--- config.mk ---
export PLATFORM = sky130hd
export DESIGN_NAME = bsr_segmented
export DESIGN_NICKNAME = d
export VERILOG_FILES = /design/src/rtl/bsr_pkg.sv /design/src/rtl/bsr_control.sv /design/src/rtl/bsr_datapath.sv /design/src/rtl/bsr_segmented.sv
export SDC_FILE = /design/constraint.sdc
export NUM_CORES = 1
export LEC_CHECK = 0
export CORE_MARGIN = 4
export CORE_UTILIZATION = 35
export CTS_CLUSTER_DIAMETER = 40
export DETAILED_ROUTE_END_ITERATION = 7
export GPL_ROUTABILITY_DRIVEN = 1
export GPL_TIMING_DRIVEN = 0
export PLACE_DENSITY = 0.65
export RECOVER_POWER = 25
export SLEW_MARGIN = 0
export SYNTH_ARGS = -nofsm -noshare
export SYNTH_HDL_FRONTEND = slang
export SYNTH_SLANG_ARGS = --single-unit
--- constraint.sdc ---
create_clock -name tck -period 2.4 [get_ports tck]
set_clock_uncertainty 0.2 [all_clocks]
set_input_delay 0.6 -clock tck [delete_from_list [all_inputs] [get_ports tck]]
set_output_delay 0.6 -clock tck [all_outputs]
set_load 0.02 [all_outputs]
--- src/rtl/bsr_pkg.sv ---
package bsr_pkg;

  typedef enum logic [1:0] {
    CHAIN_FULL = 2'd0,
    CHAIN_IN   = 2'd1,
    CHAIN_OUT  = 2'd2
  } chainCfg_t;

  // Roles 0..3 are the data groups in ascending pairs, 4..7 the control quartet.
  typedef enum logic [2:0] {
    ROLE_A_OUT = 3'd0,
    ROLE_B_IN  = 3'd1,
    ROLE_B_OUT = 3'd2,
    ROLE_A_IN  = 3'd3,
    ROLE_BOE   = 3'd4,
    ROLE_AOE   = 3'd5,
    ROLE_GATE  = 3'd6,
    ROLE_DIR   = 3'd7
  } cellRole_t;

  typedef struct packed {
    logic      capture;
    logic      shift;
    logic      update;
    logic      testDrive;
    chainCfg_t cfg;
  } scanStrobe_t;

  function automatic cellRole_t roleOf(int w, int idx);
    if (idx < 8 * w) return cellRole_t'(3'(idx / (2 * w)));
    return cellRole_t'(3'(4 + ((idx - 8 * w) % 4)));
  endfunction

  // Channel index 0 is channel 1; even data groups and the low control quartet are channel 2.
  function automatic int chanOf(int w, int idx);
    if (idx < 8 * w) return (((idx / w) % 2) == 0) ? 1 : 0;
    return ((idx - 8 * w) < 4) ? 1 : 0;
  endfunction

  function automatic int laneOf(int w, int idx);
    return w - 1 - (idx % w);
  endfunction

  function automatic int indexOf(int w, cellRole_t r, int ch, int lane);
    if (r < ROLE_BOE) return (int'(r) * 2 + ((ch == 1) ? 0 : 1)) * w + (w - 1 - lane);
    return 8 * w + ((ch == 1) ? 0 : 4) + (int'(r) - 4);
  endfunction

  function automatic bit hasLatch(cellRole_t r);
    return r inside {ROLE_A_OUT, ROLE_B_OUT, ROLE_BOE, ROLE_AOE};
  endfunction

  function automatic bit inSegment(chainCfg_t c, cellRole_t r);
    case (c)
      CHAIN_IN:  return !hasLatch(r);
      CHAIN_OUT: return hasLatch(r);
      default:   return 1'b1;
    endcase
  endfunction

  // Nearest member above idx; 8w+8 stands for the serial input.
  function automatic int nextMember(int w, chainCfg_t c, int idx);
    int res;
    res = 8 * w + 8;
    for (int j = 8 * w + 7; j > idx; j--)
      if (inSegment(c, roleOf(w, j))) res = j;
    return res;
  endfunction

  function automatic int firstMember(int w, chainCfg_t c);
    int res;
    res = 0;
    for (int j = 8 * w + 7; j >= 0; j--)
      if (inSegment(c, roleOf(w, j))) res = j;
    return res;
  endfunction

endpackage

--- src/rtl/bsr_control.sv ---
module bsr_control
  import bsr_pkg::*;
(
  input  logic        bsrSel,
  input  logic        segIn,
  input  logic        segOut,
  input  logic        testDrive,
  input  logic        captureDr,
  input  logic        shiftDr,
  input  logic        updateDr,
  output scanStrobe_t strobe
);

  always_comb begin
    strobe.capture   = bsrSel & captureDr;
    strobe.shift     = bsrSel & shiftDr & ~captureDr;
    strobe.update    = bsrSel & updateDr & ~captureDr & ~shiftDr;
    strobe.testDrive = testDrive;
    if (segIn)       strobe.cfg = CHAIN_IN;
    else if (segOut) strobe.cfg = CHAIN_OUT;
    else             strobe.cfg = CHAIN_FULL;
  end

endmodule

--- src/rtl/bsr_datapath.sv ---
module bsr_datapath
  import bsr_pkg::*;
#(
  parameter int BYTE_W = 9
) (
  input  logic                   tck,
  input  logic                   trstN,
  input  scanStrobe_t            strobe,
  input  logic                   tdi,
  output logic                   tdo,
  input  logic [1:0][BYTE_W-1:0] aPinIn,
  input  logic [1:0][BYTE_W-1:0] bPinIn,
  input  logic [1:0]             dirIn,
  input  logic [1:0]             gN,
  output logic [1:0][BYTE_W-1:0] aPinOut,
  output logic [1:0][BYTE_W-1:0] bPinOut,
  output logic [1:0]             aOe,
  output logic [1:0]             bOe
);

  localparam int LEN   = 8 * BYTE_W + 8;
  localparam int TDO_F = firstMember(BYTE_W, CHAIN_FULL);
  localparam int TDO_I = firstMember(BYTE_W, CHAIN_IN);
  localparam int TDO_O = firstMember(BYTE_W, CHAIN_OUT);

  logic [LEN-1:0] shiftQ;
  logic [LEN-1:0] updQ;
  logic [LEN-1:0] chainExt;
  logic [1:0]     sysAOe;
  logic [1:0]     sysBOe;

  // System transceiver enables
  assign sysAOe = ~gN & ~dirIn;
  assign sysBOe = ~gN & dirIn;

  // chainExt[k] feeds a cell whose source is k+1; the top entry is the serial input.
  assign chainExt = {tdi, shiftQ[LEN-1:1]};

  for (genvar i = 0; i < LEN; i++) begin : gCell
    localparam cellRole_t ROLE = roleOf(BYTE_W, i);
    localparam int CH    = chanOf(BYTE_W, i);
    localparam int SRC_F = nextMember(BYTE_W, CHAIN_FULL, i);
    localparam int SRC_I = nextMember(BYTE_W, CHAIN_IN, i);
    localparam int SRC_O = nextMember(BYTE_W, CHAIN_OUT, i);
    localparam bit IN_I  = inSegment(CHAIN_IN, ROLE);
    localparam bit IN_O  = inSegment(CHAIN_OUT, ROLE);

    logic capBit;
    logic shiftIn;
    logic member;
    logic cellQ;

    case (ROLE)
      ROLE_A_OUT: begin : gCap
        localparam int LANE = laneOf(BYTE_W, i);
        assign capBit = bPinIn[CH][LANE];
      end
      ROLE_B_OUT: begin : gCap
        localparam int LANE = laneOf(BYTE_W, i);
        assign capBit = aPinIn[CH][LANE];
      end
      ROLE_A_IN: begin : gCap
        localparam int LANE = laneOf(BYTE_W, i);
        assign capBit = aPinIn[CH][LANE];
      end
      ROLE_B_IN: begin : gCap
        localparam int LANE = laneOf(BYTE_W, i);
        assign capBit = bPinIn[CH][LANE];
      end
      ROLE_DIR:  begin : gCap assign capBit = dirIn[CH];  end
      ROLE_GATE: begin : gCap assign capBit = gN[CH];     end
      ROLE_AOE:  begin : gCap assign capBit = sysAOe[CH]; end
      default:   begin : gCap assign capBit = sysBOe[CH]; end
    endcase

    always_comb begin
      case (strobe.cfg)
        CHAIN_IN: begin
          member  = IN_I;
          shiftIn = chainExt[SRC_I-1];
        end
        CHAIN_OUT: begin
          member  = IN_O;
          shiftIn = chainExt[SRC_O-1];
        end
        default: begin
          member  = 1'b1;
          shiftIn = chainExt[SRC_F-1];
        end
      endcase
    end

    always_ff @(posedge tck or negedge trstN) begin
      if (!trstN)                         cellQ <= 1'b0;
      else if (member && strobe.capture)  cellQ <= capBit;
      else if (member && strobe.shift)    cellQ <= shiftIn;
    end
    assign shiftQ[i] = cellQ;

    if (hasLatch(ROLE)) begin : gLatch
      logic latchQ;
      always_ff @(posedge tck or negedge trstN) begin
        if (!trstN)                       latchQ <= 1'b0;
        else if (member && strobe.update) latchQ <= cellQ;
      end
      assign updQ[i] = latchQ;
    end else begin : gNoLatch
      assign updQ[i] = 1'b0;
    end
  end

  always_comb begin
    case (strobe.cfg)
      CHAIN_IN:  tdo = shiftQ[TDO_I];
      CHAIN_OUT: tdo = shiftQ[TDO_O];
      default:   tdo = shiftQ[TDO_F];
    endcase
  end

  // Pin mux between system path and update latches
  for (genvar ch = 0; ch < 2; ch++) begin : gChan
    localparam int IDX_AOE = indexOf(BYTE_W, ROLE_AOE, ch, 0);
    localparam int IDX_BOE = indexOf(BYTE_W, ROLE_BOE, ch, 0);
    assign aOe[ch] = strobe.testDrive ? updQ[IDX_AOE] : sysAOe[ch];
    assign bOe[ch] = strobe.testDrive ? updQ[IDX_BOE] : sysBOe[ch];
    for (genvar l = 0; l < BYTE_W; l++) begin : gLane
      localparam int IDX_A = indexOf(BYTE_W, ROLE_A_OUT, ch, l);
      localparam int IDX_B = indexOf(BYTE_W, ROLE_B_OUT, ch, l);
      assign aPinOut[ch][l] = strobe.testDrive ? updQ[IDX_A] : bPinIn[ch][l];
      assign bPinOut[ch][l] = strobe.testDrive ? updQ[IDX_B] : aPinIn[ch][l];
    end
  end

  AST_LATCH_HOLD: assert property (@(posedge tck) disable iff (!trstN)
    !strobe.update |=> $stable(updQ));

  AST_IDLE_HOLD: assert property (@(posedge tck) disable iff (!trstN)
    (!strobe.capture && !strobe.shift) |=> $stable(shiftQ));

  AST_FULL_SHIFT: assert property (@(posedge tck) disable iff (!trstN)
    (strobe.shift && strobe.cfg == CHAIN_FULL) |=> (shiftQ[0] == $past(shiftQ[1])));

  AST_SEG_IN_CAPTURE: assert property (@(posedge tck) disable iff (!trstN)
    (strobe.capture && strobe.cfg == CHAIN_IN) |=> (shiftQ[LEN-1] == $past(dirIn[0])));

  AST_SYS_ONE_SIDE: assert property (@(posedge tck) disable iff (!trstN)
    !strobe.testDrive |-> (!(aOe[0] && bOe[0]) && !(aOe[1] && bOe[1])));

endmodule

--- src/rtl/bsr_segmented.sv ---
module bsr_segmented
  import bsr_pkg::*;
#(
  parameter int BYTE_W = 9
) (
  input  logic                   tck,
  input  logic                   trstN,
  input  logic                   bsrSel,
  input  logic                   segIn,
  input  logic                   segOut,
  input  logic                   testDrive,
  input  logic                   captureDr,
  input  logic                   shiftDr,
  input  logic                   updateDr,
  input  logic                   tdi,
  output logic                   tdo,
  input  logic [1:0][BYTE_W-1:0] aPinIn,
  input  logic [1:0][BYTE_W-1:0] bPinIn,
  input  logic [1:0]             dirIn,
  input  logic [1:0]             gN,
  output logic [1:0][BYTE_W-1:0] aPinOut,
  output logic [1:0][BYTE_W-1:0] bPinOut,
  output logic [1:0]             aOe,
  output logic [1:0]             bOe
);

  scanStrobe_t strobe;

  bsr_control u_control (
    .bsrSel    (bsrSel),
    .segIn     (segIn),
    .segOut    (segOut),
    .testDrive (testDrive),
    .captureDr (captureDr),
    .shiftDr   (shiftDr),
    .updateDr  (updateDr),
    .strobe    (strobe)
  );

  bsr_datapath #(.BYTE_W(BYTE_W)) u_datapath (
    .tck     (tck),
    .trstN   (trstN),
    .strobe  (strobe),
    .tdi     (tdi),
    .tdo     (tdo),
    .aPinIn  (aPinIn),
    .bPinIn  (bPinIn),
    .dirIn   (dirIn),
    .gN      (gN),
    .aPinOut (aPinOut),
    .bPinOut (bPinOut),
    .aOe     (aOe),
    .bOe     (bOe)
  );

endmodule

==> impl_metrics.json <==
{
  "status": "complete, no violations",
  "layout-drive-gt1-share_pct": 18.4,
  "rows": 48,
  "finalNonFillerCells": 955,
  "synthesis.instances": 607,
  "routed_wl_um": 21700,
  "chipHeight_um": 142,
  "grt_max_degree": 76,
  "cts_tree": "yes",
  "root_buffer": "clkbuf_16",
  "dp.cells": 922,
  "route.detailed.drc": 0,
  "cts_sinks": 120,
  "place_congestion": 0.894,
  "die_w_um": 142,
  "drtAntennaViolNets": 0,
  "p_leak_nw": 3.36,
  "cp_cell_sequence": "clkbuf_8 > buf_12 > mux2_2 > clkdlybuf4s15_1",
  "drv_cap": 0,
  "insertion_delay_ps": 420,
  "cp-end-kind": "output pin",
  "power_density_mw_per_mm2": 887,
  "start_util_pct": 35.9,
  "fmax_ghz": 0.418,
  "ys_warn_count": 0,
  "ys_ff_latch": 120,
  "gr-usage-all-layers_pct": 21.9,
  "ys_types": 31,
  "slew_headroom_pct": 22.1,
  "drtPass1Iterations": 6,
  "cp_top_family": "buffers and inverters",
  "cp_max_fo": 10,
  "grt_pass1_wl_um": 33900,
  "drt_first_iter_violations": 881,
  "wl_per_cell_um": 22.7,
  "hpwlAfterDp_um": 15400,
  "rsz0062_at_grt": "true",
  "grt_pass1_vias": 5842,
  "worst_path_largest_cell_delay_ps": 370,
  "synth.net_count": 657,
  "antenna_cells": 0,
  "io_pins": 91,
  "core-area_sq_mm": 0.0174,
  "required_ps": 1600,
  "netlist_area_sq_mm": 0.00625,
  "worst_setup_path_start_kind": "input port",
  "final_util_pct": 45.9,
  "grt_overflow": 0,
  "vias": 5791,
  "cts.htree.levels": 4,
  "area_delta_synth_final_pct": 27.9,
  "p_total_w": 0.00710,
  "cts_buffers": 17,
  "critPathSlowestCell": "mux2_2",
  "layout_min_cycle_time_ps": 2390,
  "cp.arrival_ps": 1590,
  "setup_viol": 0,
  "clk_pin_slew_ps": 60,
  "ys_seq_area_share_pct": 48.0,
  "viasPerCell": 6.06,
  "grt_antenna_before_repair": 0,
  "io_buffers": 89,
  "num-nets-final": 767,
  "die-area_sq_mm": 0.0201,
  "clk_path_buf_depth": 2,
  "hold_class": "register to register",
  "crit_type": "input port to output pin",
  "hold_viol_final": 0,
  "tightest_slew_ps": 1170,
  "timing.final.crit_share_pct": 99.6,
  "syn_avg_cell_area_sq_um": 10.3,
  "cp_num_buf_inv": 3,
  "ir_worst_vdd_uv": 619,
  "slew_viol_final": 0
}
area by class of cell:
cell class / count / area, sq um
Fill cell: 1618 / 9420
Sequential cell: 120 / 3000
Multi-Input combinational cell: 420 / 2940
Timing Repair Buffer: 91 / 838
Clock buffer: 22 / 464
Buffer: 65 / 390
Tap cell: 225 / 282
Clock inverter: 10 / 77.6
Inverter: 2 / 7.51
path summary, 6_finish.rpt:
| kind | end | slack [ps] | depth (start not counted) | from |
|---|---|---|---|---|
| min | u_datapath.gCell[42].gLatch.latchQ | 290 | 1 | u_datapath.gCell[42].gLatch.latchQ |
| min in group asynchronous | u_datapath.gCell[37].gLatch.latchQ | 740 | 2 | trstN |
| min reg2reg | u_datapath.gCell[42].gLatch.latchQ | 290 | 1 | u_datapath.gCell[42].gLatch.latchQ |
| max reg2reg | u_datapath.gCell[35].cellQ | 1110 | 3 | u_datapath.gCell[36].cellQ |
| max in group asynchronous | u_datapath.gCell[24].cellQ | 270 | 3 | trstN |
| max | aPinOut[3] | 10 | 4 | testDrive |
placed cells by master (no fill, tap or decap), types with 8 or more instances in the layout:
cell type and instances:
clkbuf_2 8, clkdlybuf4s15_2 8, a22oi_1 36, dfrtp_1 120, nor3_1 38, clkdlybuf4s50_1 8
clkdlybuf4s15_1 13, o41ai_1 35, buf_2 30, o21ai_0 71, clkbuf_16 17, clkbuf_1 20
nor2b_1 38, mux2_2 39, clkinv_2 8, a31oi_1 38, nor2_1 38, mux2_1 40
dlygate4sd2_1 52, o21ai_1 11
synthesized netlist by cell type, drive strengths merged:
cell type	instances	area (sq um)
buf	41	228
clkbuf	24	90.1
a21oi	2	10.0
and3b	1	8.76
a22oi	36	270
nand2	8	32.5
o41ai	35	307
nand2b	4	25.0
o21ai	82	410
nor3	38	190
mux2i	1	10.0
nand3	3	15.0
a221oi	3	26.3
o31ai	5	37.5
and2b	1	7.51
or2	1	6.26
o221ai	4	35.0
o311a	2	20.0
nor2b	38	238
inv	2	7.51
dfrtp	120	3000
nor2	38	143
and2	1	6.26
mux2	79	890
a31oi	38	238
registers in the layout, summed over array words and instances, names as in the netlist:
name,flops
u_datapath.gCell.cellQ,80
u_datapath.gCell.gLatch.latchQ,40
metal layers:
layer,vias to the layer above,track usage [%],routed length [um]
met2,345,34.7,10300
met3,52,6.47,2210
met1,2886,27.9,8510
li1,2508,-,-
met5,-,0,0
met4,0,9.49,695
stage by stage:
| stage | setup WS [ps] | hold slack (ps) | area, sq um | setup TNS [ps] |
|---|---|---|---|---|
| floorplan | 23.2 | 104 | 6250 | 0 |
| global placement | -4120 | 268 | 7430 | -541820 |
| detailed placement | -669 | 275 | 7450 | -51830 |
| CTS | 1.94 | 288 | 7990 | 0 |
| global route | -18.0 | 308 | 8000 | -18.1 |
| finish | 10.4 | 286 | 8000 | 0 |
where the power goes:
group	internal (W)	total (W)	switching, W
Sequential	0.00257	0.00297	0.000399
Clock	0.00146	0.00236	0.000906
Combinational	0.000844	0.00176	0.000920
Total	0.00487	0.00710	0.00223
cell families after synthesis:
logic type,after synthesis,synth area share (%)
muxes,80,14.4
and+or+nand+nor,133,10.7
buffers and inverters,67,5.20
AOI/OAI and AO/OA,207,21.6
DFF,120,48.0
what timing repair did:
| item | CTS | global route |
|---|---|---|
| endpoints found under the hold margin | 45 | 0 |
| endpoints found under the setup margin | 41 | 29 |
| hold buffers | 1 | 0 |
| cloned | 0 | 0 |
| buffers inserted | 0 | 0 |
| gates resized for setup | 135 | 28 |
No activity file was read; power rests on OpenSTA's default activity.
